`src/rtl/wclk_pkg.sv`:
```
`timescale 1ns/1ps
package wclk_pkg;
  localparam int DIGIT_W = 4;
  localparam logic [DIGIT_W-1:0] COLON_CODE = 4'hA;
  typedef logic [DIGIT_W-1:0] bcd_t;
  typedef struct packed {
    bcd_t tens;
    bcd_t ones;
  } digit_pair_t;
endpackage

```
`src/rtl/wclk_tick_gen.sv`:
```
`timescale 1ns/1ps
module wclk_tick_gen #(
  parameter int unsigned DIV = 50_000_000
) (
  input  logic clk,
  input  logic rst_n,
  output logic tick_o
);
  localparam int unsigned CW = (DIV > 1) ? $clog2(DIV) : 1;
  localparam logic [CW-1:0] LAST = CW'(DIV - 1);

  logic [CW-1:0] cnt;

  assign tick_o = (cnt == LAST);

  always_ff @(posedge clk) begin
    if (!rst_n)      cnt <= '0;
    else if (tick_o) cnt <= '0;
    else             cnt <= cnt + 1'b1;
  end

  // the count never passes its last value
  a_r1_cnt_bound: assert property (@(posedge clk) disable iff (!rst_n) cnt <= LAST);

  generate
    if (DIV > 1) begin : g_gap
      // a pulse is never followed directly by another
      a_r1_tick_single: assert property (@(posedge clk) disable iff (!rst_n)
        tick_o |=> !tick_o);
    end
  endgenerate
endmodule

```
`src/rtl/wclk_bcd_pair.sv`:
```
`timescale 1ns/1ps
module wclk_bcd_pair
  import wclk_pkg::*;
#(
  parameter int TENS_MAX = 5,
  parameter int ONES_MAX = 9
) (
  input  logic        clk,
  input  logic        rst_n,
  input  logic        clr,
  input  logic        inc,
  output digit_pair_t val,
  output logic        at_max
);
  localparam bcd_t T_MAX = bcd_t'(TENS_MAX);
  localparam bcd_t O_MAX = bcd_t'(ONES_MAX);

  assign at_max = (val.tens == T_MAX) && (val.ones == O_MAX);

  always_ff @(posedge clk) begin
    if (!rst_n || clr) begin
      val <= '0;
    end else if (inc) begin
      if (at_max) begin
        val <= '0;
      end else if (val.ones == 4'd9) begin
        val.ones <= '0;
        val.tens <= val.tens + 1'b1;
      end else begin
        val.ones <= val.ones + 1'b1;
      end
    end
  end

  // units digit stays decimal
  a_r2_ones_bcd: assert property (@(posedge clk) disable iff (!rst_n) val.ones <= 4'd9);
  // tens digit stays within its field range
  a_r2_tens_range: assert property (@(posedge clk) disable iff (!rst_n) val.tens <= T_MAX);
  // stepping from the field maximum lands on zero
  a_r2_wrap: assert property (@(posedge clk) disable iff (!rst_n)
    (inc && !clr && at_max) |=> (val == '0));
  // a step below the maximum changes the value
  a_r1_step: assert property (@(posedge clk) disable iff (!rst_n)
    (inc && !clr && !at_max) |=> (val != $past(val)));
  // clear yields zero
  a_r5_clr_zero: assert property (@(posedge clk) disable iff (!rst_n)
    clr |=> (val == '0));
endmodule

```
`src/rtl/wclk_pos_mux.sv`:
```
`timescale 1ns/1ps
module wclk_pos_mux
  import wclk_pkg::*;
(
  input  digit_pair_t hr,
  input  digit_pair_t mn,
  input  digit_pair_t sc,
  input  logic [2:0]  pos,
  output bcd_t        code
);
  always_comb begin
    unique case (pos)
      3'd0:    code = hr.tens;
      3'd1:    code = hr.ones;
      3'd3:    code = mn.tens;
      3'd4:    code = mn.ones;
      3'd6:    code = sc.tens;
      3'd7:    code = sc.ones;
      default: code = COLON_CODE;
    endcase
  end
endmodule

```
`src/rtl/bcd_wall_clock.sv`:
```
`timescale 1ns/1ps
module bcd_wall_clock
  import wclk_pkg::*;
#(
  parameter int unsigned TICK_DIV = 50_000_000
) (
  input  logic        clk,
  input  logic        rst_n,
  input  logic        sec_clear,
  input  logic        set_hours,
  input  logic        set_minutes,
  input  logic [2:0]  pos_sel,
  output logic        sec_tick,
  output logic [23:0] time_bcd,
  output logic [3:0]  pos_code
);
  digit_pair_t hr_q, mn_q, sc_q;
  logic hr_max, mn_max, sc_max;
  logic normal, mn_inc, hr_inc;

  wclk_tick_gen #(.DIV(TICK_DIV)) u_tick (
    .clk(clk), .rst_n(rst_n), .tick_o(sec_tick)
  );

  assign normal = !set_hours && !set_minutes;
  assign mn_inc = sec_tick && (set_minutes || (normal && sc_max && !sec_clear));
  assign hr_inc = sec_tick && (set_hours || (normal && sc_max && mn_max && !sec_clear));

  wclk_bcd_pair #(.TENS_MAX(5), .ONES_MAX(9)) u_sec (
    .clk(clk), .rst_n(rst_n), .clr(sec_clear), .inc(sec_tick), .val(sc_q), .at_max(sc_max)
  );
  wclk_bcd_pair #(.TENS_MAX(5), .ONES_MAX(9)) u_min (
    .clk(clk), .rst_n(rst_n), .clr(1'b0), .inc(mn_inc), .val(mn_q), .at_max(mn_max)
  );
  wclk_bcd_pair #(.TENS_MAX(2), .ONES_MAX(3)) u_hr (
    .clk(clk), .rst_n(rst_n), .clr(1'b0), .inc(hr_inc), .val(hr_q), .at_max(hr_max)
  );

  wclk_pos_mux u_mux (
    .hr(hr_q), .mn(mn_q), .sc(sc_q), .pos(pos_sel), .code(pos_code)
  );

  assign time_bcd = {hr_q, mn_q, sc_q};

  // clear in normal mode zeroes seconds and leaves hours and minutes alone
  a_r5_clear_only_sec: assert property (@(posedge clk) disable iff (!rst_n)
    (sec_clear && normal) |=> (time_bcd[7:0] == 8'h00) && (time_bcd[23:8] == $past(time_bcd[23:8])));
  // seconds wrap in normal mode moves the minutes
  a_r3_min_carry: assert property (@(posedge clk) disable iff (!rst_n)
    (sec_tick && normal && !sec_clear && sc_max && !mn_max) |=> (time_bcd[15:8] != $past(time_bcd[15:8])));
  // midnight rollover
  a_r4_midnight: assert property (@(posedge clk) disable iff (!rst_n)
    (sec_tick && normal && !sec_clear && sc_max && mn_max && hr_max) |=> (time_bcd == 24'h000000));
  // with only the hour switch held, minutes never move
  a_r8_hold_min: assert property (@(posedge clk) disable iff (!rst_n)
    (set_hours && !set_minutes) |=> (time_bcd[15:8] == $past(time_bcd[15:8])));
  // with only the minute switch held, hours never move
  a_r6_hold_hr: assert property (@(posedge clk) disable iff (!rst_n)
    (set_minutes && !set_hours) |=> (time_bcd[23:16] == $past(time_bcd[23:16])));
  // a digit place never shows the colon code
  a_r9_digit_place: assert property (@(posedge clk) disable iff (!rst_n)
    (pos_sel != 3'd2 && pos_sel != 3'd5) |-> (pos_code <= 4'd9));
endmodule

```
`config.mk`:
```
export PLATFORM = sky130hd
export DESIGN_NAME = bcd_wall_clock
export DESIGN_NICKNAME = d
export VERILOG_FILES = /design/src/rtl/wclk_pkg.sv /design/src/rtl/wclk_tick_gen.sv /design/src/rtl/wclk_bcd_pair.sv /design/src/rtl/wclk_pos_mux.sv /design/src/rtl/bcd_wall_clock.sv
export SDC_FILE = /design/constraint.sdc
export NUM_CORES = 1
export LEC_CHECK = 0
export ABC_AREA = 0
export BUFFER_PORTS_ARGS = -buffer_cell sky130_fd_sc_hd__buf_2
export CORE_MARGIN = 2
export CORE_UTILIZATION = 30
export CTS_CLUSTER_SIZE = 14
export DETAILED_ROUTE_END_ITERATION = 8
export HOLD_SLACK_MARGIN = 0.1
export PLACE_DENSITY = 0.52
export SYNTH_ARGS = -nofsm -noshare
export SYNTH_HDL_FRONTEND = slang
export SYNTH_SLANG_ARGS = --single-unit
```
`constraint.sdc`:
```
create_clock -name clk -period 4.6 [get_ports clk]
set_input_delay 0.46 -clock clk [delete_from_list [all_inputs] [get_ports clk]]
set_output_delay 0.46 -clock clk [all_outputs]
set_load 0.03 [all_outputs]
```
==> impl_metrics.csv, run 1 <==
group,metric,value,unit
yosys,syn_inst,324,
timing,worst_pin_slew,0.955,ns
global_route,grt_pass1_wl,11400,µm
detailed_routing,drc_errors,0,
setup_path,required,4.85,ns
pwr,p_leak,1.23,nW
yosys,ys_warn_count,0,
finish,drive_above_1_share,0.148,
yosys,synth_area,2700,µm²
global_route,track_usage,0.141,
detailed_routing,num_vias,2393,
detailed_routing,via_per_inst,5.14,
floorplanning,row_count,34,
setup_path,crit_path_end_kind,"flop",
setup_path,crit_type,"reg2reg",
global_route,grt_pass1_vias,2390,
timing,hold_viol,0,
global_route,grt_max_degree,24,
place,post-place-ws,2.07,ns
timing,final.setup_skew,0.0139,ns
hold_path,whs_endpoint,"u_tick.cnt[0]",
timing,finalSetupViolCount,0,
setup_path,r2r_start,"u_sec.val[4]",
cts,cts-buffers-inserted,5,
setup_path,timing.rr.end,"u_min.val[7]",
floorplanning,die_w,98.8,µm
timing,min_period,2.61,ns
timing,layout_setup_ws,1.99,ns
yosys,yosysTopAreaCell,"dfxtp_1",
yosys,synth_edf_count,0,
timing,rsz0062_at_grt,"false",
timing,setup_tns,0,ns
detailed_routing,wire_per_inst,14.1,µm
setup_path,path_max_fanout,8,
timing,period_share,0.567,
timing,fmax,383,MHz
floorplanning,core-area,8720,µm²
yosys,ys_ff_latch,50,
finish,diodes,0,
timing,maxSlewHeadroom,0.358,
cts,htree_levels,2,
yosys,synth_top_cell_area_share,0.371,
yosys,synth_common_cells,"dfxtp_1, nor2_1, nand2_1, a21oi_1, xor2_1",
setup_path,reg2regPathDepth,6,
yosys,synth_area_leaders,"dfxtp_1, nor2_1, ha_1",
setup_path,start_kind,"flop",
detailed_routing,drt_iter0_drc,58,
global_route,antenna_found_initial,0,
pwr,ir_drop,0.102,mV
timing,drv_slew,0,
cts,clock-sinks,50,
cts,post_cts_buffers,0,
cts,post_cts_resized,0,
yosys,avgSynthCellArea,8.32,µm²
setup_path,reg2reg_slack,1.99,ns
yosys,synth-async-reset-ratio,0,
detailed_routing,ant_nets,0,
cts,hold_buffers,0,
cts,clock_tree.root_cell,"clkbuf_8",
detailed_routing,drtPass1Iterations,4,
place,portBuffers,36,
floorplanning,die_area,9760,µm²
detailed_routing,finalWirelength,6550,µm
yosys,ys_types,44,
hold_path,worstHoldPathCells,1,
run,maxCapViolCount,0,
cts,cts_tree,"built",
global_route,grt_overflow_total,0,
pwr,powerDensity,251,nW/µm²
cts,clk_latency,0.31,ns
yosys,synth_ff_type,"dfxtp_1",
yosys,ys_seq_area_frac,0.371,
setup_path,cp.arrival,2.85,ns
finish,area_delta_synth_final,14.5,%
place,place_congestion,0.758,
hold_path,hp-class,"reg2reg",
hold_path,hold_start,"u_tick.cnt[0]",
place,hpwl,4790,µm
outcome,status,"finished clean",
yosys,yosysMostFrequentCell,"dfxtp_1",
finish,nets,378,
cts,cts.clk_slew.worst_paths,0.10,ns
yosys,syn_nets,345,
cts,clockBufferDepth,2,
floorplanning,initial_utilization,0.309,
timing,whs,0.472,ns
floorplanning,io_pins,37,
floorplanning,die_y,98.8,µm
finish,fillers,921,
pwr,fin_total_pwr,776,µW
worst max path at each step:
stage,to,start
after floorplan,u_min.val[7],u_sec.val[4]
after global placement,u_min.val[7],u_sec.val[4]
after detailed placement,u_min.val[7],u_sec.val[4]
after CTS,u_min.val[7],u_sec.val[4]
after global routing,u_hr.val[5],u_sec.val[4]
final,u_min.val[7],u_sec.val[4]
power breakdown:
group / internal [mW] / switching [mW] / total, mW
logic: 0.0110 / 0.0257 / 0.0367
clock network: 0.152 / 0.150 / 0.302
registers: 0.435 / 0.00264 / 0.437
state kept, by name (all words and copies together), names as in the netlist:
name / count
u_hr.val: 8
u_tick.cnt: 26
u_sec.val: 8
u_min.val: 8
kinds of logic (layout without fill, tap and decap cells):
family | after synthesis | in the layout | synth area share
muxes | 10 | 10 | 0.0371
AOI/OAI and AO/OA | 50 | 50 | 0.112
xor gates and xnor gates | 24 | 24 | 0.0780
DFF | 50 | 50 | 0.371
and+or+nand+nor | 153 | 153 | 0.307
adders and majority gates | 13 | 13 | 0.0603
buffers and inverters | 24 | 58 | 0.0339
routing by layer:
layer,global-route usage,share of wire,wire length [µm]
met5,0,0,0
met3,0.0326,0.054,353
met1,0.190,0.49,3220
met2,0.227,0.45,2930
met4,0.0369,0.0073,48
area by class of cell:
cell class | instances | area [µm²] | area share
Clock buffer | 8 | 110 | 0.0357
Inverter | 13 | 48.8 | 0.0158
Multi-Input combinational cell | 250 | 1600 | 0.520
Sequential cell | 50 | 1000 | 0.324
Tap cell | 108 | 135 | 0.0438
Timing Repair Buffer | 37 | 188 | 0.0608
worst max-delay path, stage by stage, from the launching register on:
cell	delay [ns]
dfxtp_1	0.44
ha_1	0.22
nor4bb_1	0.55
a31oi_1	0.21
or4_1	0.55
or4_1	0.43
a21oi_1	0.14
metrics by stage:
| stage | cells | cell area [µm²] | utilization |
|---|---|---|---|
| after floorplan | 324 | 2700 | - |
| after global placement | 458 | 2980 | 0.341 |
| after detailed placement | 458 | 2980 | 0.341 |
| after CTS | 466 | 3090 | 0.354 |
| after global routing | 466 | 3090 | 0.354 |
| final | 466 | 3090 | 0.354 |
layout by cell type, fill, tap and decap left out, types with 2 or more instances in the layout:
cell type	instances
a31oi_1	5
and4_1	7
or4_1	4
a31o_2	2
a221oi_1	2
inv_1	13
and3b_1	4
xor2_1	18
nand2b_1	2
nand2_1	26
nor2_1	48
nand3_1	17
or3_1	8
nand4_1	9
nor2b_1	2
xnor2_1	6
o21ai_0	12
nor3_1	3
buf_2	36
nor4bb_1	2
dfxtp_1	50
a21oi_1	19
ha_1	13
o21a_1	2
nor4_1	4
mux2i_1	10
a311oi_1	3
and3_1	8
clkbuf_8	8
No activity file was read; power rests on OpenSTA's default activity.
==> run 2, diff against run 1 <==
--- a/config.mk
+++ b/config.mk
@@ -5,14 +5,14 @@
 export SDC_FILE = /design/constraint.sdc
 export NUM_CORES = 1
 export LEC_CHECK = 0
-export ABC_AREA = 0
+export ABC_AREA = 1
 export BUFFER_PORTS_ARGS = -buffer_cell sky130_fd_sc_hd__buf_2
 export CORE_MARGIN = 2
 export CORE_UTILIZATION = 30
 export CTS_CLUSTER_SIZE = 14
 export DETAILED_ROUTE_END_ITERATION = 8
 export HOLD_SLACK_MARGIN = 0.1
-export PLACE_DENSITY = 0.52
+export PLACE_DENSITY = 0.53
 export SYNTH_ARGS = -nofsm -noshare
 export SYNTH_HDL_FRONTEND = slang
 export SYNTH_SLANG_ARGS = --single-unit
==> constraint.sdc (replaced) <==
create_clock -name clk -period 2.3 [get_ports clk]
set_input_delay 0.23 -clock clk [delete_from_list [all_inputs] [get_ports clk]]
set_output_delay 0.23 -clock clk [all_outputs]
set_load 0.03 [all_outputs]
==> impl_metrics.csv, run 2 <==
group,metric,value,unit
yosys,yosysTopAreaCell,"dfxtp_1",
global_route,grt_overflow_total,0,
detailed_routing,num_vias,3030,
cts,post_cts_resized,0,
cts,clock-sinks,50,
yosys,yosysMostFrequentCell,"nand2_1",
setup_path,reg2regPathDepth,10,
setup_path,path_max_fanout,6,
timing,final.setup_skew,0.0118,ns
yosys,ys_types,34,
yosys,ys_warn_count,0,
global_route,grt_max_degree,26,
pwr,swShare,0.234,
timing,min_period,2.16,ns
cts,clock_tree.root_cell,"clkbuf_8",
yosys,synth_edf_count,0,
setup_path,r2r_start,"u_tick.cnt[0]",
hold_path,hp-class,"in2reg",
floorplanning,die_area,11100,µm²
place,place_inst,637,
global_route,track_usage,0.145,
yosys,synth_area_leaders,"dfxtp_1, nand2_1, nor2_1",
setup_path,cp.arrival,1.93,ns
yosys,ys_ff_latch,50,
global_route,grt_pass1_wl,13300,µm
pwr,power_switching,343,µW
place,hpwl,6050,µm
floorplanning,row_count,37,
pwr,comb_power_share,0.048,
run,maxCapViolCount,0,
setup_path,timing.rr.end,"u_sec.val[5]",
detailed_routing,drc_errors,0,
yosys,syn_inst,469,
yosys,synth_top_cell_area_share,0.325,
cts,cts-buffers-inserted,5,
timing,hold_viol,0,
yosys,syn_nets,490,
yosys,ys_seq_area_frac,0.325,
finish,stdcell_count,643,
timing,worst_pin_slew,0.487,ns
finish,drive_above_1_share,0.136,
place,portBuffers,36,
timing,rsz0062_at_grt,"false",
floorplanning,io_pins,37,
cts,post_cts_buffers,0,
setup_path,endpoint,"sec_tick",
floorplanning,initial_utilization,0.304,
floorplanning,die_y,105,µm
yosys,synth_common_cells,"nand2_1, nor2_1, inv_1, dfxtp_1, nand3_1",
timing,fmax,463,MHz
timing,setup_tns,0,ns
setup_path,required,2.07,ns
timing,maxSlewHeadroom,0.675,
pwr,powerDensity,420,nW/µm²
finish,layout_common_cells,"nand2_1, nor2_1, inv_1",
pwr,p_leak,1.39,nW
detailed_routing,drtPass1Iterations,4,
detailed_routing,drt_iter0_drc,177,
floorplanning,die_w,105,µm
pwr,power.internal,1.12,mW
finish,area_delta_synth_final,12.9,%
finish,nets,529,
setup_path,crit_path_end_kind,"output pin",
setup_path,crit_type,"reg2out",
timing,drv_slew,0,
outcome,status,"finished clean",
detailed_routing,finalWirelength,7880,µm
place,place_congestion,0.865,
cts,clk_latency,0.30,ns
finish,largest_reg_flops,26,
yosys,synth-async-reset-ratio,0,
setup_path,cp-startpoint,"u_tick.cnt[0]",
timing,period_share,0.940,
floorplanning,core-area,10100,µm²
pwr,p_clk_frac,0.356,
global_route,grt_pass1_vias,2805,
detailed_routing,ant_nets,0,
yosys,avgSynthCellArea,6.57,µm²
finish,top_register,"u_tick.cnt",
detailed_routing,wire_per_inst,12.3,µm
pwr,ir_drop,0.201,mV
pwr,seqPwrFrac,0.596,
global_route,antenna_found_initial,0,
setup_path,start_kind,"flop",
setup_path,reg2reg_slack,0.32,ns
yosys,synth_area,3080,µm²
cts,cts.clk_slew.worst_paths,0.09,ns
cts,hold_buffers,0,
yosys,synth_ff_type,"dfxtp_1",
finish,diodes,0,
detailed_routing,via_per_inst,4.71,
cts,cts_tree,"built",
cts,clockBufferDepth,2,
finish,layout_commonest_cell,"nand2_1",
timing,finalSetupViolCount,0,
cts,htree_levels,2,
run 2: cell count changes in the layout (fill, tap and decap cells not counted), sizes merged, moves of 9 or more:
| cell | delta |
|---|---|
| nor2 | +38 |
| nand2 | +87 |
| nand3 | +18 |
| nor3 | +10 |
| mux2i | -10 |
| inv | +50 |
| a21oi | +9 |
run 2: metrics by stage:
step | power, mW | utilization | setup WS [ns] | instance area, µm² | hold slack, ns
final | 1.46 | 0.343 | 0.138 | 3480 | 0.208
after global routing | 1.54 | 0.343 | 0.0292 | 3480 | 0.203
after CTS | 1.49 | 0.343 | 0.180 | 3480 | 0.200
after detailed placement | 0.963 | 0.335 | 0.346 | 3400 | 0.449
after global placement | 0.962 | 0.335 | 0.406 | 3400 | 0.432
after floorplan | 0.939 | - | 0.271 | 3080 | 0.350
run 2: cell families after synthesis:
group / count (synthesis) / share of synthesized area
AND/OR/NAND/NOR: 275 / 0.402
buffers and inverters: 70 / 0.0925
flip-flops: 50 / 0.325
AO/OA/AOI/OAI: 44 / 0.0795
XOR/XNOR: 17 / 0.0483
adder cells (fa/ha/maj): 13 / 0.0528
run 2: how the worst min path moves through the flow:
stage / start / cells after the start / end / slack, ns
after detailed placement: u_tick.cnt[0] / 1 / u_tick.cnt[0] / 0.45
after CTS: rst_n / 3 / u_hr.val[5] / 0.20
after floorplan: rst_n / 2 / u_min.val[7] / 0.35
final: rst_n / 3 / u_min.val[4] / 0.21
after global placement: u_tick.cnt[0] / 1 / u_tick.cnt[0] / 0.43
after global routing: rst_n / 3 / u_hr.val[4] / 0.20
run 2: metal layers:
| layer | part of all wire | wire (µm) | vias to the layer above | global-route usage |
|---|---|---|---|---|
| li1 | - | - | 1584 | - |
| met1 | 0.49 | 3890 | 1371 | 0.200 |
| met2 | 0.45 | 3520 | 67 | 0.235 |
| met3 | 0.047 | 372 | 8 | 0.0235 |
| met4 | 0.012 | 96 | 0 | 0.0390 |
| met5 | 0 | 0 | - | 0 |
run 2: power by group through the flow:
| stage | Combinational, mW | Clock, mW | Sequential, mW |
|---|---|---|---|
| detailed placement | 0.0700 | 0 | 0.893 |
| floorplan | 0.0469 | 0 | 0.892 |
| finish | 0.0697 | 0.521 | 0.873 |
| global route | 0.0797 | 0.583 | 0.874 |
| global placement | 0.0691 | 0 | 0.893 |
| CTS | 0.0704 | 0.547 | 0.873 |
run 2: cell type report:
type | instances | area [µm²]
inverters | 65 | 244
repair buffers | 37 | 188
clock buffers | 6 | 82.6
flip-flops and latches | 50 | 1000
multi-input cells | 349 | 1800
fillers | 1115 | 6660
well taps | 136 | 170
run 2: worst max-delay path, cell delays in order (launching register included):
cell and delay [ns]:
dfxtp_1 0.36, ha_1 0.23, nand2_2 0.09, nor2_4 0.13
nand2_2 0.12, nor4_1 0.42, buf_2 0.28
==> run 3, diff against run 2 <==
--- a/config.mk
+++ b/config.mk
@@ -5,14 +5,13 @@
 export SDC_FILE = /design/constraint.sdc
 export NUM_CORES = 1
 export LEC_CHECK = 0
-export ABC_AREA = 1
 export BUFFER_PORTS_ARGS = -buffer_cell sky130_fd_sc_hd__buf_2
 export CORE_MARGIN = 2
 export CORE_UTILIZATION = 30
 export CTS_CLUSTER_SIZE = 14
 export DETAILED_ROUTE_END_ITERATION = 8
 export HOLD_SLACK_MARGIN = 0.1
-export PLACE_DENSITY = 0.53
+export PLACE_DENSITY = 0.54
 export SYNTH_ARGS = -nofsm -noshare
 export SYNTH_HDL_FRONTEND = slang
 export SYNTH_SLANG_ARGS = --single-unit
==> impl_metrics.csv, run 3 (synthesized netlist as in run 1, its figures left out) <==
group,metric,value,unit
pwr,powerDensity,454,nW/µm²
finish,largest_reg_flops,26,
finish,nets,399,
global_route,grt_overflow_total,0,
timing,min_period,2.24,ns
setup_path,crit_path_end_kind,"flop",
cts,clock_tree.root_cell,"clkbuf_8",
place,hpwl,4950,µm
timing,worst_pin_slew,0.588,ns
detailed_routing,drc_errors,0,
pwr,p_clk_frac,0.359,
detailed_routing,via_per_inst,5.09,
place,placed_area,3110,µm²
detailed_routing,ant_nets,0,
detailed_routing,drtPass1Iterations,6,
timing,final.setup_skew,0.0152,ns
floorplanning,io_pins,37,
finish,diodes,0,
pwr,swShare,0.237,
floorplanning,core-area,8720,µm²
detailed_routing,finalWirelength,6800,µm
pwr,fin_total_pwr,1.49,mW
setup_path,r2r_start,"u_sec.val[5]",
pwr,power.internal,1.14,mW
cts,clock-sinks,50,
global_route,antenna_found_initial,0,
setup_path,start_kind,"flop",
hold_path,worstHoldPathCells,3,
floorplanning,die_w,98.8,µm
timing,hold_viol,0,
setup_path,cp.arrival,2.48,ns
pwr,comb_power_share,0.056,
timing,drv_slew,0,
finish,top_register,"u_tick.cnt",
place,place_congestion,0.805,
cts,clk_latency,0.31,ns
setup_path,crit_type,"reg2reg",
floorplanning,initial_utilization,0.309,
place,portBuffers,36,
run,maxCapViolCount,0,
cts,clockBufferDepth,2,
global_route,track_usage,0.143,
setup_path,crit_chain,"inv_2 -> ha_4 -> nor4bb_4 -> buf_4 -> a31oi_4 -> or4_4 -> or4_4 -> a21oi_2",
pwr,ir_drop,0.210,mV
setup_path,critPathSlowestCell,"or4_4",
cts,hold_buffers,0,
detailed_routing,drt_iter0_drc,64,
setup_path,critPathBufInv,2,
setup_path,cp_top_family,"simple AND/OR/NAND/NOR gates",
setup_path,cp-startpoint,"u_sec.val[5]",
global_route,grt_pass1_vias,2404,
finish,utilization,0.377,
setup_path,crit_path_frequent_cell,"or4_4",
global_route,grt_max_degree,24,
finish,layout_commonest_cell,"nor2_1",
timing,period_share,0.975,
setup_path,timing.rr.end,"u_min.val[7]",
cts,cts_tree,"built",
cts,cts.clk_slew.worst_paths,0.10,ns
setup_path,required,2.54,ns
timing,setup_tns,0,ns
pwr,power_switching,353,µW
hold_path,hp-class,"in2reg",
global_route,grt_pass1_wl,11700,µm
outcome,status,"finished clean",
pwr,p_leak,1.34,nW
detailed_routing,num_vias,2479,
pwr,seqPwrFrac,0.585,
floorplanning,die_area,9760,µm²
setup_path,reg2reg_slack,0.06,ns
hold_path,whs_endpoint,"u_min.val[2]",
finish,layout_common_cells,"nor2_1, dfxtp_1, buf_2",
timing,maxSlewHeadroom,0.608,
floorplanning,row_count,34,
finish,area_delta_synth_final,22.0,%
timing,finalSetupViolCount,0,
cts,htree_levels,2,
hold_path,hold_start,"rst_n",
finish,drive_above_1_share,0.224,
setup_path,path_max_fanout,7,
setup_path,max_stage_delay,0.59,ns
detailed_routing,wire_per_inst,14.0,µm
timing,rsz0062_at_grt,"true",
finish,finalInstanceArea,3290,µm²
timing,whs,0.314,ns
timing,fmax,446,MHz
setup_path,reg2regPathDepth,8,
floorplanning,die_y,98.8,µm
cts,cts-buffers-inserted,5,
-- run 3: per-stage QoR --
stage / cells / worst slack [ns]
after floorplan: 324 / 0.0307
after global placement: 476 / 0.00402
after detailed placement: 476 / -0.0152
after CTS: 484 / 0.0634
after global routing: 487 / -0.0425
final: 487 / 0.0569
-- run 3: tightest hold or removal path, cell delays in order --
cell and delay (ns):
buf_2 0.19, nand2_1 0.10, mux2i_1 0.06
-- run 3: worst max-delay path by stage --
| stage | endpoint | slack (ns) | depth (start not counted) |
|---|---|---|---|
| 2_1_floorplan | u_min.val[7] | 0.03 | 8 |
| 3_5_place_dp | u_min.val[7] | -0.02 | 8 |
| 5_1_grt | u_min.val[7] | -0.04 | 8 |
| 4_1_cts | u_min.val[7] | 0.06 | 8 |
| 3_3_place_gp | u_min.val[7] | 0.004 | 8 |
| 6_report | u_min.val[7] | 0.06 | 8 |
-- run 3: area by class of cell --
type                       instances  area, µm²
tap                              108        135
inverter                          13       48.8
clock inverter                     1       5.00
clock buffer                       7       86.3
fill                             895       5430
sequential                        50       1000
multi-input combinational        250       1660
timing repair buffer              58        345
-- run 3: power groups by stage --
stage	logic (mW)	clock network (mW)	registers (mW)
finish	0.0835	0.537	0.873
floorplan	0.0523	0	0.893
detailed placement	0.0800	0	0.893
global placement	0.0793	0	0.893
CTS	0.0804	0.562	0.873
global route	0.0924	0.598	0.874
-- run 3: repair_timing --
action / in CTS / in global routing
setup buffers: 0 / 3
pin swaps: 0 / 7
resized for setup: 2 / 11
endpoints found under the setup margin: 2 / 3
-- run 3: layer usage --
| layer | routed length, µm | GRT usage | up-vias |
|---|---|---|---|
| met5 | 0 | 0 | - |
| met4 | 76 | 0.0390 | 0 |
| met3 | 255 | 0.0277 | 7 |
| met2 | 3050 | 0.233 | 42 |
| met1 | 3410 | 0.193 | 1165 |
| li1 | - | - | 1265 |
